--- config.mk ---
export PLATFORM = sky130hd
export DESIGN_NAME = flash_prog_seq
export DESIGN_NICKNAME = d
export VERILOG_FILES = /design/src/rtl/flash_prog_pkg.sv /design/src/rtl/fps_addr_track.sv /design/src/rtl/fps_poll_timer.sv /design/src/rtl/fps_status_eval.sv /design/src/rtl/flash_prog_seq.sv
export SDC_FILE = /design/constraint.sdc
export NUM_CORES = 1
export LEC_CHECK = 0
export BUFFER_PORTS_ARGS = -buffer_cell sky130_fd_sc_hd__buf_2
export CELL_PAD_IN_SITES_DETAIL_PLACEMENT = 1
export CELL_PAD_IN_SITES_GLOBAL_PLACEMENT = 1
export CORE_ASPECT_RATIO = 1.4
export CORE_UTILIZATION = 38
export CTS_BUF_LIST = sky130_fd_sc_hd__clkbuf_16
export CTS_CLUSTER_SIZE = 40
export DETAILED_ROUTE_END_ITERATION = 8
export GPL_ROUTABILITY_DRIVEN = 1
export MAX_ROUTING_LAYER = met4
export PLACE_DENSITY = 0.91
export SLEW_MARGIN = 20
export SYNTH_ARGS = -nofsm -noshare
export SYNTH_HDL_FRONTEND = slang
export SYNTH_SLANG_ARGS = --single-unit
export TNS_END_PERCENT = 50
--- constraint.sdc ---
create_clock -name clk -period 2.5 [get_ports clk]
set_input_delay 0.125 -clock clk [delete_from_list [all_inputs] [get_ports clk]]
set_output_delay 0.125 -clock clk [all_outputs]
set_load 0.005 [all_outputs]
--- src/rtl/flash_prog_pkg.sv ---
// Package: shared command codes, status bit positions, error codes and the
// sequencer state type for the flash byte-programming sequencer.
package flash_prog_pkg;

    localparam logic [7:0] CMD_PROG_SETUP = 8'h40;
    localparam logic [7:0] CMD_CLR_STAT   = 8'h50;
    localparam logic [7:0] CMD_ARRAY_RD   = 8'hFF;

    localparam int SR_BIT_READY = 7;
    localparam int SR_BIT_PERR  = 4;
    localparam int SR_BIT_VLOW  = 3;

    localparam logic [1:0] ERR_NONE    = 2'd0;
    localparam logic [1:0] ERR_VLOW    = 2'd1;
    localparam logic [1:0] ERR_PROG    = 2'd2;
    localparam logic [1:0] ERR_TIMEOUT = 2'd3;

    typedef enum logic [3:0] {
        S_IDLE,
        S_SETUP,
        S_DATA,
        S_READ,
        S_CHECK,
        S_CLEAR,
        S_ARRAY,
        S_FIN
    } seq_state_t;

endpackage

--- src/rtl/fps_addr_track.sv ---
// Address tracker: holds the current byte address and the number of bytes
// still to program. Assumes load and advance are never asserted together.
module fps_addr_track #(
    parameter int AW = 17,
    parameter int CW = 17
) (
    input  logic          clk,
    input  logic          rst_n,
    input  logic          load,
    input  logic          advance,
    input  logic [AW-1:0] base,
    input  logic [CW-1:0] count,
    output logic [AW-1:0] addr,
    output logic          is_last
);

    logic [CW-1:0] remain;

    // Load a new run or step to the next byte.
    always_ff @(posedge clk) begin
        if (!rst_n) begin
            addr   <= '0;
            remain <= '0;
        end else if (load) begin
            addr   <= base;
            remain <= count;
        end else if (advance) begin
            addr   <= addr + AW'(1);
            remain <= remain - CW'(1);
        end
    end

    // Flag the final byte of the run.
    always_comb is_last = (remain == CW'(1));

endmodule

--- src/rtl/fps_poll_timer.sv ---
// Poll timer: counts status polls for one byte that came back not-ready.
// expired is high on the LIMIT-th unsuccessful poll. Assumes LIMIT >= 2.
module fps_poll_timer #(
    parameter int LIMIT = 1024
) (
    input  logic clk,
    input  logic rst_n,
    input  logic clear,
    input  logic tick,
    output logic expired
);

    localparam int TW = $clog2(LIMIT);

    logic [TW-1:0] cnt;

    // Count unsuccessful polls; restart on each new byte.
    always_ff @(posedge clk) begin
        if (!rst_n) begin
            cnt <= '0;
        end else if (clear) begin
            cnt <= '0;
        end else if (tick) begin
            cnt <= cnt + TW'(1);
        end
    end

    // Flag the last allowed poll.
    always_comb expired = (cnt == TW'(LIMIT - 1));

endmodule

--- src/rtl/fps_status_eval.sv ---
// Status evaluator: decodes the device status byte into a ready flag and an
// error code, voltage-low taking priority over program failure.
module fps_status_eval
    import flash_prog_pkg::*;
(
    input  logic [7:0] status,
    output logic       ready,
    output logic [1:0] code
);

    logic unused_bits;

    // Decode ready and the prioritised error code.
    always_comb begin
        ready = status[SR_BIT_READY];
        if (status[SR_BIT_VLOW]) begin
            code = ERR_VLOW;
        end else if (status[SR_BIT_PERR]) begin
            code = ERR_PROG;
        end else begin
            code = ERR_NONE;
        end
    end

    assign unused_bits = ^{status[6:5], status[2:0]};

endmodule

--- src/rtl/flash_prog_seq.sv ---
// Flash byte-programming sequencer (top). Issues setup and data writes per
// byte, polls status with single-cycle read strobes, checks sticky error bits
// per the latched policy, and finishes with clear-status (on error) and the
// array-read command. Assumes fl_rdata is valid the cycle after fl_re.
module flash_prog_seq
    import flash_prog_pkg::*;
#(
    parameter int AW         = 17,
    parameter int CW         = 17,
    parameter int POLL_LIMIT = 1024
) (
    input  logic          clk,
    input  logic          rst_n,
    input  logic          start,
    input  logic          check_each,
    input  logic [AW-1:0] base_addr,
    input  logic [CW-1:0] byte_count,
    input  logic [7:0]    in_data,
    input  logic          in_valid,
    output logic          in_ready,
    output logic [AW-1:0] fl_addr,
    output logic [7:0]    fl_wdata,
    output logic          fl_we,
    output logic          fl_re,
    input  logic [7:0]    fl_rdata,
    output logic          busy,
    output logic          done,
    output logic [1:0]    err_code,
    output logic [AW-1:0] err_addr
);

    seq_state_t    st, st_nx;
    logic          pol_each;
    logic          trk_load, trk_adv;
    logic [AW-1:0] cur_addr;
    logic          is_last;
    logic          tmr_clear, tmr_tick, tmr_expired;
    logic          sr_ready;
    logic [1:0]    sr_code;
    logic          set_err;
    logic [1:0]    new_code;
    logic [1:0]    err_q;
    logic [AW-1:0] err_addr_q;

    fps_addr_track #(.AW(AW), .CW(CW)) u_trk (
        .clk     (clk),
        .rst_n   (rst_n),
        .load    (trk_load),
        .advance (trk_adv),
        .base    (base_addr),
        .count   (byte_count),
        .addr    (cur_addr),
        .is_last (is_last)
    );

    fps_poll_timer #(.LIMIT(POLL_LIMIT)) u_tmr (
        .clk     (clk),
        .rst_n   (rst_n),
        .clear   (tmr_clear),
        .tick    (tmr_tick),
        .expired (tmr_expired)
    );

    fps_status_eval u_eval (
        .status (fl_rdata),
        .ready  (sr_ready),
        .code   (sr_code)
    );

    // State register.
    always_ff @(posedge clk) begin
        if (!rst_n) begin
            st <= S_IDLE;
        end else begin
            st <= st_nx;
        end
    end

    // Latch the checking policy when a run is accepted.
    always_ff @(posedge clk) begin
        if (!rst_n) begin
            pol_each <= 1'b0;
        end else if (st == S_IDLE && start) begin
            pol_each <= check_each;
        end
    end

    // Next-state and control decisions.
    always_comb begin
        st_nx     = st;
        trk_load  = 1'b0;
        trk_adv   = 1'b0;
        tmr_clear = 1'b0;
        tmr_tick  = 1'b0;
        set_err   = 1'b0;
        new_code  = ERR_NONE;
        case (st)
            S_IDLE: begin
                if (start) begin
                    trk_load = 1'b1;
                    st_nx    = (byte_count == '0) ? S_ARRAY : S_SETUP;
                end
            end
            S_SETUP: st_nx = S_DATA;
            S_DATA: begin
                if (in_valid) begin
                    tmr_clear = 1'b1;
                    st_nx     = S_READ;
                end
            end
            S_READ: st_nx = S_CHECK;
            S_CHECK: begin
                if (sr_ready) begin
                    if ((pol_each || is_last) && sr_code != ERR_NONE) begin
                        set_err  = 1'b1;
                        new_code = sr_code;
                        st_nx    = S_CLEAR;
                    end else if (is_last) begin
                        st_nx = S_ARRAY;
                    end else begin
                        trk_adv = 1'b1;
                        st_nx   = S_SETUP;
                    end
                end else if (tmr_expired) begin
                    set_err  = 1'b1;
                    new_code = ERR_TIMEOUT;
                    st_nx    = S_CLEAR;
                end else begin
                    tmr_tick = 1'b1;
                    st_nx    = S_READ;
                end
            end
            S_CLEAR: st_nx = S_ARRAY;
            S_ARRAY: st_nx = S_FIN;
            S_FIN:   st_nx = S_IDLE;
            default: st_nx = S_IDLE;
        endcase
    end

    // Flash strobes, data mux and stream handshake.
    always_comb begin
        fl_we    = 1'b0;
        fl_re    = 1'b0;
        fl_wdata = 8'h00;
        in_ready = 1'b0;
        case (st)
            S_SETUP: begin
                fl_we    = 1'b1;
                fl_wdata = CMD_PROG_SETUP;
            end
            S_DATA: begin
                in_ready = 1'b1;
                fl_we    = in_valid;
                fl_wdata = in_data;
            end
            S_READ: fl_re = 1'b1;
            S_CLEAR: begin
                fl_we    = 1'b1;
                fl_wdata = CMD_CLR_STAT;
            end
            S_ARRAY: begin
                fl_we    = 1'b1;
                fl_wdata = CMD_ARRAY_RD;
            end
            default: ;
        endcase
    end

    // Error code and failing address, cleared when a run starts.
    always_ff @(posedge clk) begin
        if (!rst_n) begin
            err_q      <= ERR_NONE;
            err_addr_q <= '0;
        end else if (st == S_IDLE && start) begin
            err_q      <= ERR_NONE;
            err_addr_q <= '0;
        end else if (set_err) begin
            err_q      <= new_code;
            err_addr_q <= cur_addr;
        end
    end

    assign fl_addr  = cur_addr;
    assign busy     = (st != S_IDLE);
    assign done     = (st == S_FIN);
    assign err_code = err_q;
    assign err_addr = err_addr_q;

endmodule

* Yosys cells after proc, flatten, opt, wreduce, memory -nomap -nowiden
Cells that the tools add are included.
** Cells by class
- Eq/ne operators :: 11
- Bitwise logic cells :: 1
- Mux-type cells :: 37
- Reductions and logical operators :: 12
- Add/sub/neg operators :: 3
** Operator list (count)
- $mux 17 :: 4
- $pmux 8 s4 :: 1
- $pmux 4 s7 :: 1
- $add 17x1->17 const B :: 1
- $eq 17x1->1 const B :: 1
- $logic_not 17->1 :: 1
- $mux 1 :: 17
- $sub 17x1->17 const B :: 1
- $eq 4x3->1 const B :: 4
- $mux 2 :: 6
- $mux 3 :: 4
- $mux 4 :: 3
- $add 10x1->10 const B :: 1
- $eq 10x10->1 const B :: 1
- $eq 4x2->1 const B :: 2
- $eq 4x1->1 const B :: 1
- $logic_not 4->1 :: 1
- $ne 2x2->1 const B :: 2
- $reduce_bool 2->1 :: 2
- $reduce_bool 4->1 :: 1
- $reduce_or 2->1 :: 2
- $reduce_or 3->1 :: 1
- $logic_and 1x1->1 :: 2
- $pmux 1 s2 :: 1
- 3 further kinds :: 3
** Word-level totals
- Output and inout bits :: 49
- Input port bits :: 55
- Logic and storage cells :: 71
- Register bits :: 68

* Longest topological paths before layout
- Depth in word-level cells :: 9
- Gate-level depth with buffers :: 10
- Mapped depth without buffers :: 7

* By module
Synthesis repeated with hierarchy kept, for this count alone.
** Second synthesis, totals
- Cell total of the unflattened synthesis :: 415
- Area, all modules :: 3472.1 um2
** By module, submodules not included
- fps_addr_track :: sequential area each 680.7 um2, instances 1, cells each 218, area an instance 1815.5 um2
- flash_prog_seq :: sequential area each 460.4 um2, instances 1, cells each 141, area an instance 1163.6 um2
- fps_poll_timer :: sequential area each 200.2 um2, instances 1, cells each 53, area an instance 464.2 um2
- fps_status_eval :: sequential area each 0.0 um2, instances 1, cells each 3, area an instance 28.8 um2

* Least setup slack after synthesis
OpenSTA, ideal clock, no wires.
- Kind :: register -> register
- Start :: register u_trk.remain[1]
- End :: register u_trk.addr[2]
- Path buffers :: 1
- Cell stages (with the launch flop) :: 9
- Period minus slack after synthesis :: 1921 ps
- Library setup time :: 115 ps
- Path slack :: 579 ps
- Required time :: 2385 ps
- Arrival time :: 1807 ps
- Cell sequence :: dfxtp_1 > inv_1 > ha_1 > nor4b_1 > and4_1 > buf_6 > nor2_2 > mux2_1 > o21a_1
** Between the ends
- Word-level cells in the longest chain between the ends :: 7
- Elaborated cells on any way between the ends :: 8
- Those cells by class :: eq/ne (1); mux (4); reduce/logical (3)
** RTL lines
- from (decl) :: line fps_addr_track.sv:17 : logic [CW-1:0] remain;
- from (signal assigned) :: line fps_addr_track.sv:26 : remain <= count;
- from (signal assigned) :: line fps_addr_track.sv:29 : remain <= remain - CW'(1);
- $eq 17x1->1 * :: line fps_addr_track.sv:34 : always_comb is_last = (remain == CW'(1));
- $logic_or 1x1->1 :: line flash_prog_seq.sv:114 : if ((pol_each || is_last) && sr_code != ERR_NONE) begin
- $logic_and 1x1->1 :: line flash_prog_seq.sv:114
- $mux 1 * :: line flash_prog_seq.sv:114
- $mux 1 * :: line flash_prog_seq.sv:113 : if (sr_ready) begin
- $mux 1 * :: line flash_prog_seq.sv:97 : case (st)
- $reduce_bool 2->1 (no line) *
- to (signal assigned) :: line fps_addr_track.sv:25 : addr <= base;
- to (signal assigned) :: line fps_addr_track.sv:28 : addr <= addr + AW'(1);
- to (decl) :: line fps_addr_track.sv:13 : output logic [AW-1:0] addr,
Mark *: on every way between the ends. The rest lies on a longest branch, timed or not.
A chain may end at the register's enable or synchronous reset.

* Worst setup path after layout
- Start :: register u_tmr.cnt[0]
- End :: register err_addr_q[8], in the netlist err_addr[8]
** Between the ends
- Word-level cells in the longest chain between the ends :: 4
** RTL lines
- from (decl) :: line fps_poll_timer.sv:15 : logic [TW-1:0] cnt;
- from (signal assigned) :: line fps_poll_timer.sv:24 : cnt <= cnt + TW'(1);
- $eq 10x10->1 :: line fps_poll_timer.sv:29 : always_comb expired = (cnt == TW'(LIMIT - 1));
- $mux 1 :: line flash_prog_seq.sv:124 : end else if (tmr_expired) begin
- $mux 1 :: line flash_prog_seq.sv:113
- $mux 1 :: line flash_prog_seq.sv:97
- to (signal assigned) :: line flash_prog_seq.sv:179 : err_addr_q <= cur_addr;
- to (decl) :: line flash_prog_seq.sv:43 : logic [AW-1:0] err_addr_q;
No other way between the ends.

==> results.txt <==
----------------------------------------------------
[Synthesis]
  Cell types with the highest counts after synthesis ... sky130_fd_sc_hd__dfxtp_1, sky130_fd_sc_hd__a21oi_1, sky130_fd_sc_hd__nor2_1
  Number of synthesized register bits ... 67
  Main area contributors after synthesis ... sky130_fd_sc_hd__dfxtp_1, sky130_fd_sc_hd__xnor2_1, sky130_fd_sc_hd__a21oi_1
  Yosys top cell area share ... 0.3671
  Nets in the synthesized netlist ... 506
  Asr flop ratio synth ... 0
  Cell area after technology mapping ... between 3000 and 4000 µm²
  Commonest register cell after synthesis ... sky130_fd_sc_hd__dfxtp_1
  Number of cells produced by synthesis ... ~450
  Avg Cell Area, Syn ... 8.173 µm²
  Count of cell types in the netlist ... 55
  Sequential fraction of the synthesis area ... 0.3671
  Post-synthesis cell type with the largest combined area ... sky130_fd_sc_hd__dfxtp_1
  Synthesis Warnings ... 0
  Most frequently used cell type in the post-synthesis netlist ... sky130_fd_sc_hd__dfxtp_1
  Number of flops mapped to enable cells by yosys ... 0

[Final layout]
  Layout Area Growth over Synthesis ... 23.97%
  Total non-filler cell area in the finished layout ... ~4500 µm²
  Fraction of layout instances using a drive strength above 1 ... 0.2606
  Final layout net count ... 600
  Final cell count without fillers ... 656

[Power]
  Power density over the cells ... 650.9 nW/µm²
  Leakage Power ... between 1.5 and 2 nW
  Peak ir drop on the vdd network ... 388.4 µV
  Design Power ... approximately 2.9 mW

[Placed design]
  Placed insts ... 640
  Number of I/O port buffers ... around 100
  Routability congestion estimate from global placement ... approximately 0.87
  Placed instance area ... 4250 µm²
  Pre-CTS setup slack ... 0.2171 ns
  Post-detailed-placement half-perimeter wirelength ... between 8000 and 9000 µm

[Worst setup path]
  Critical path peak fanout ... 19
  Worst EP arrival ... about 2.5 ns
  Top cell family by delay on the critical path ... compound AO/OA/AOI/OAI gates
  CP Cell Sequence ... ha_1 -> and3_1 -> a41o_1 -> nand2_1 -> o21ai_0 -> a21oi_1
  Number of buffers and inverters on the critical path ... 0
  Kind of capture point of the worst setup path ... flip-flop
  Largest stage delay on the critical path ... 0.48 ns
  Launching element type of the critical path ... flip-flop
  Slowest CP cell ... sky130_fd_sc_hd__nand2_1
  WP data required ... ~2.7 ns
  Crit Path Category ... reg2reg
  RR Startpoint ... u_tmr.cnt[0]$_SDFFE_PP0P_
  Launch point of the critical path ... u_tmr.cnt[0]$_SDFFE_PP0P_

[Clock tree]
  CTS buffer count ... 9
  CTS H-tree depth ... 3
  Root cell of the clock tree ... sky130_fd_sc_hd__clkbuf_16
  Post-CTS Setup Repair Bufs ... 0
  Latest clock arrival within the worst-skew pair ... around 0.34 ns
  Clock Pin Slew Worst Setup and Hold Paths ... ~0.050 ns
  CTS sink count ... 67
  Clock tree from TritonCTS ... done
  Maximum buffer depth of the clock tree ... 2

[Floorplanning]
  Num rows ... 42
  Number of I/O pins ... ~100
  Die Height ... ~120 µm
  Total die area ... roughly 10000 µm²
  Starting density of the core ... 0.3884
  Placeable Area ... about 9400 µm²
  X dimension of the die ... 84.87 µm

[Global routing]
  Number of global-route vias before repair ... just under 4000
  Maximum number of pins on one net before global-route repair ... 27
  Overall overflow remaining after global route ... 0
  Wire length of the first global-routing pass ... just under 20000 µm
  Tot GR Track Use ... 0.2572
  Number of antenna violations at the first check in global routing ... 1

[Route]
  DR pass1 iterations ... 7
  Number of design rule violations left after detail routing ... 5
  First-iteration detailed-routing DRC count ... 161
  Routed len/inst ... approximately 19 µm
  Remaining antenna violation count after routing ... 0
  Count of vias placed by the detailed router ... ~3900
  Sum of routed wire length over all layers ... roughly 12000 µm
  Vias per cell ... just under 6

[STA]
  Peak Freq ... 437.9 MHz
  Crit share post-route ... 0.9135
  Unrepaired setup endpoints after global routing ... no
  Transition at the pin with the smallest max-transition slack ... about 0.74 ns
  Pins Over Slew Limit ... 0
  Post-route clock skew ... just over 0.006 ns
  Slew Limit Headroom ... 0.5089
  Post-layout worst setup margin ... between 0.2 and 0.25 ns
  Final setup TNS ... 0 ns
  Final setup fails ... 0
  Minimum clock period after layout ... about 2.3 ns
  Hold Violations, Final ... 0

[Outcome]
  Violations in the final reports ... design-rule violations
  Run status ... finished with violations

[Worst hold path]
  Type of the worst min-delay path ... in2reg
  Startpoint of the lowest-slack hold path ... base_addr[15]

[Run]
  Max_cap viols ... 0

----------------------------------------------------
## layout make-up
class	instances	area [µm²]
diodes	1	2.502
clock buffers	9	225.2
clock inverters	6	50.05
fillers	1174	4877
inverters	8	30.03
multi-input cells	342	2140
flip-flops and latches	67	1341
well taps	110	137.6
repair buffers	113	603.1
## registers in the layout, summed over array words and instances (netlist names)
signal / flops
err_addr: 17
u_trk.addr: 17
u_trk.remain: 17
u_tmr.cnt: 10
st: 3
err_code: 2
pol_each: 1
## where the power goes
part	internal (mW)	switching, mW	leakage (nW)	total [mW]
Combinational	0.212	0.278	1.12	0.490
Sequential	1.14	0.113	0.548	1.25
Clock	0.750	0.460	0.143	1.21
Total	2.10	0.852	1.81	2.95
## per-layer routing
layer | vias up | wire (µm) | global-route usage
li1 | 1842 | - | -
met1 | 1894 | 4714 | 0.2550
met2 | 115 | 6714 | 0.4649
met3 | 44 | 515 | 0.04067
met4 | 0 | 472 | 0.1568
met5 | - | 0 | -
## metrics by stage
step | utilization | hold slack, ns
global placement | 0.4518 | 0.3616
CTS | 0.4811 | 0.03381
global route | 0.4815 | 0.04353
detailed placement | 0.4518 | 0.3785
floorplan | - | 0.2610
finish | 0.4815 | 0.02838
## final timing paths
kind	end	slack, ns	cells after the start
worst max-delay path	err_addr[8]$_SDFFE_PP0P_	0.22	6
worst min-delay path	u_trk.addr[15]$_SDFFE_PN0P_	0.03	3
worst max register to register	err_addr[8]$_SDFFE_PP0P_	0.22	6
worst min register to register	err_addr[10]$_SDFFE_PP0P_	0.47	2
## cells in the final DEF (no fill, tap or decap), types with 2 or more instances in the layout
cell / n
sky130_fd_sc_hd__a211oi_1: 6
sky130_fd_sc_hd__a21oi_1: 42
sky130_fd_sc_hd__nor4_2: 2
sky130_fd_sc_hd__or4_1: 5
sky130_fd_sc_hd__nand2b_1: 5
sky130_fd_sc_hd__clkinv_1: 2
sky130_fd_sc_hd__and3_1: 6
sky130_fd_sc_hd__nor4_1: 15
sky130_fd_sc_hd__o211ai_1: 4
sky130_fd_sc_hd__xnor2_1: 25
sky130_fd_sc_hd__buf_4: 15
sky130_fd_sc_hd__mux2_1: 2
sky130_fd_sc_hd__o21a_1: 4
sky130_fd_sc_hd__nand2_1: 19
sky130_fd_sc_hd__and2_1: 4
sky130_fd_sc_hd__mux2i_1: 6
sky130_fd_sc_hd__and4_1: 5
sky130_fd_sc_hd__xor2_1: 4
sky130_fd_sc_hd__clkbuf_16: 9
sky130_fd_sc_hd__nand3_1: 35
sky130_fd_sc_hd__or3_1: 5
sky130_fd_sc_hd__nand4_1: 9
sky130_fd_sc_hd__nor4_4: 2
sky130_fd_sc_hd__o21ai_0: 37
sky130_fd_sc_hd__dfxtp_1: 67
sky130_fd_sc_hd__o21ai_1: 11
sky130_fd_sc_hd__a311oi_1: 2
sky130_fd_sc_hd__nor4b_2: 4
sky130_fd_sc_hd__nor3_1: 10
sky130_fd_sc_hd__inv_1: 10
sky130_fd_sc_hd__nor2_1: 42
sky130_fd_sc_hd__buf_2: 98
sky130_fd_sc_hd__a31oi_1: 6
sky130_fd_sc_hd__ha_1: 4
## tightest hold or removal path, stage by stage
cell and delay, ns:
sky130_fd_sc_hd__buf_2 0.08, sky130_fd_sc_hd__nand3_1 0.06, sky130_fd_sc_hd__o221ai_1 0.06
## repair_timing
action	CTS	global route
gates resized for setup	0	1
setup endpoints to repair	0	18
hold buffers	0	0
## kinds of logic after synthesis
| group | count (synthesis) | share of synthesized area |
|---|---|---|
| simple gates | 177 | 0.2819 |
| compound gates | 124 | 0.1976 |
| flops | 67 | 0.3671 |
| buf+inv | 38 | 0.04760 |
| xor+xnor | 29 | 0.06952 |
| mux | 8 | 0.02260 |
| fa+ha+maj | 4 | 0.01370 |
No activity file was read; power rests on OpenSTA's default activity.
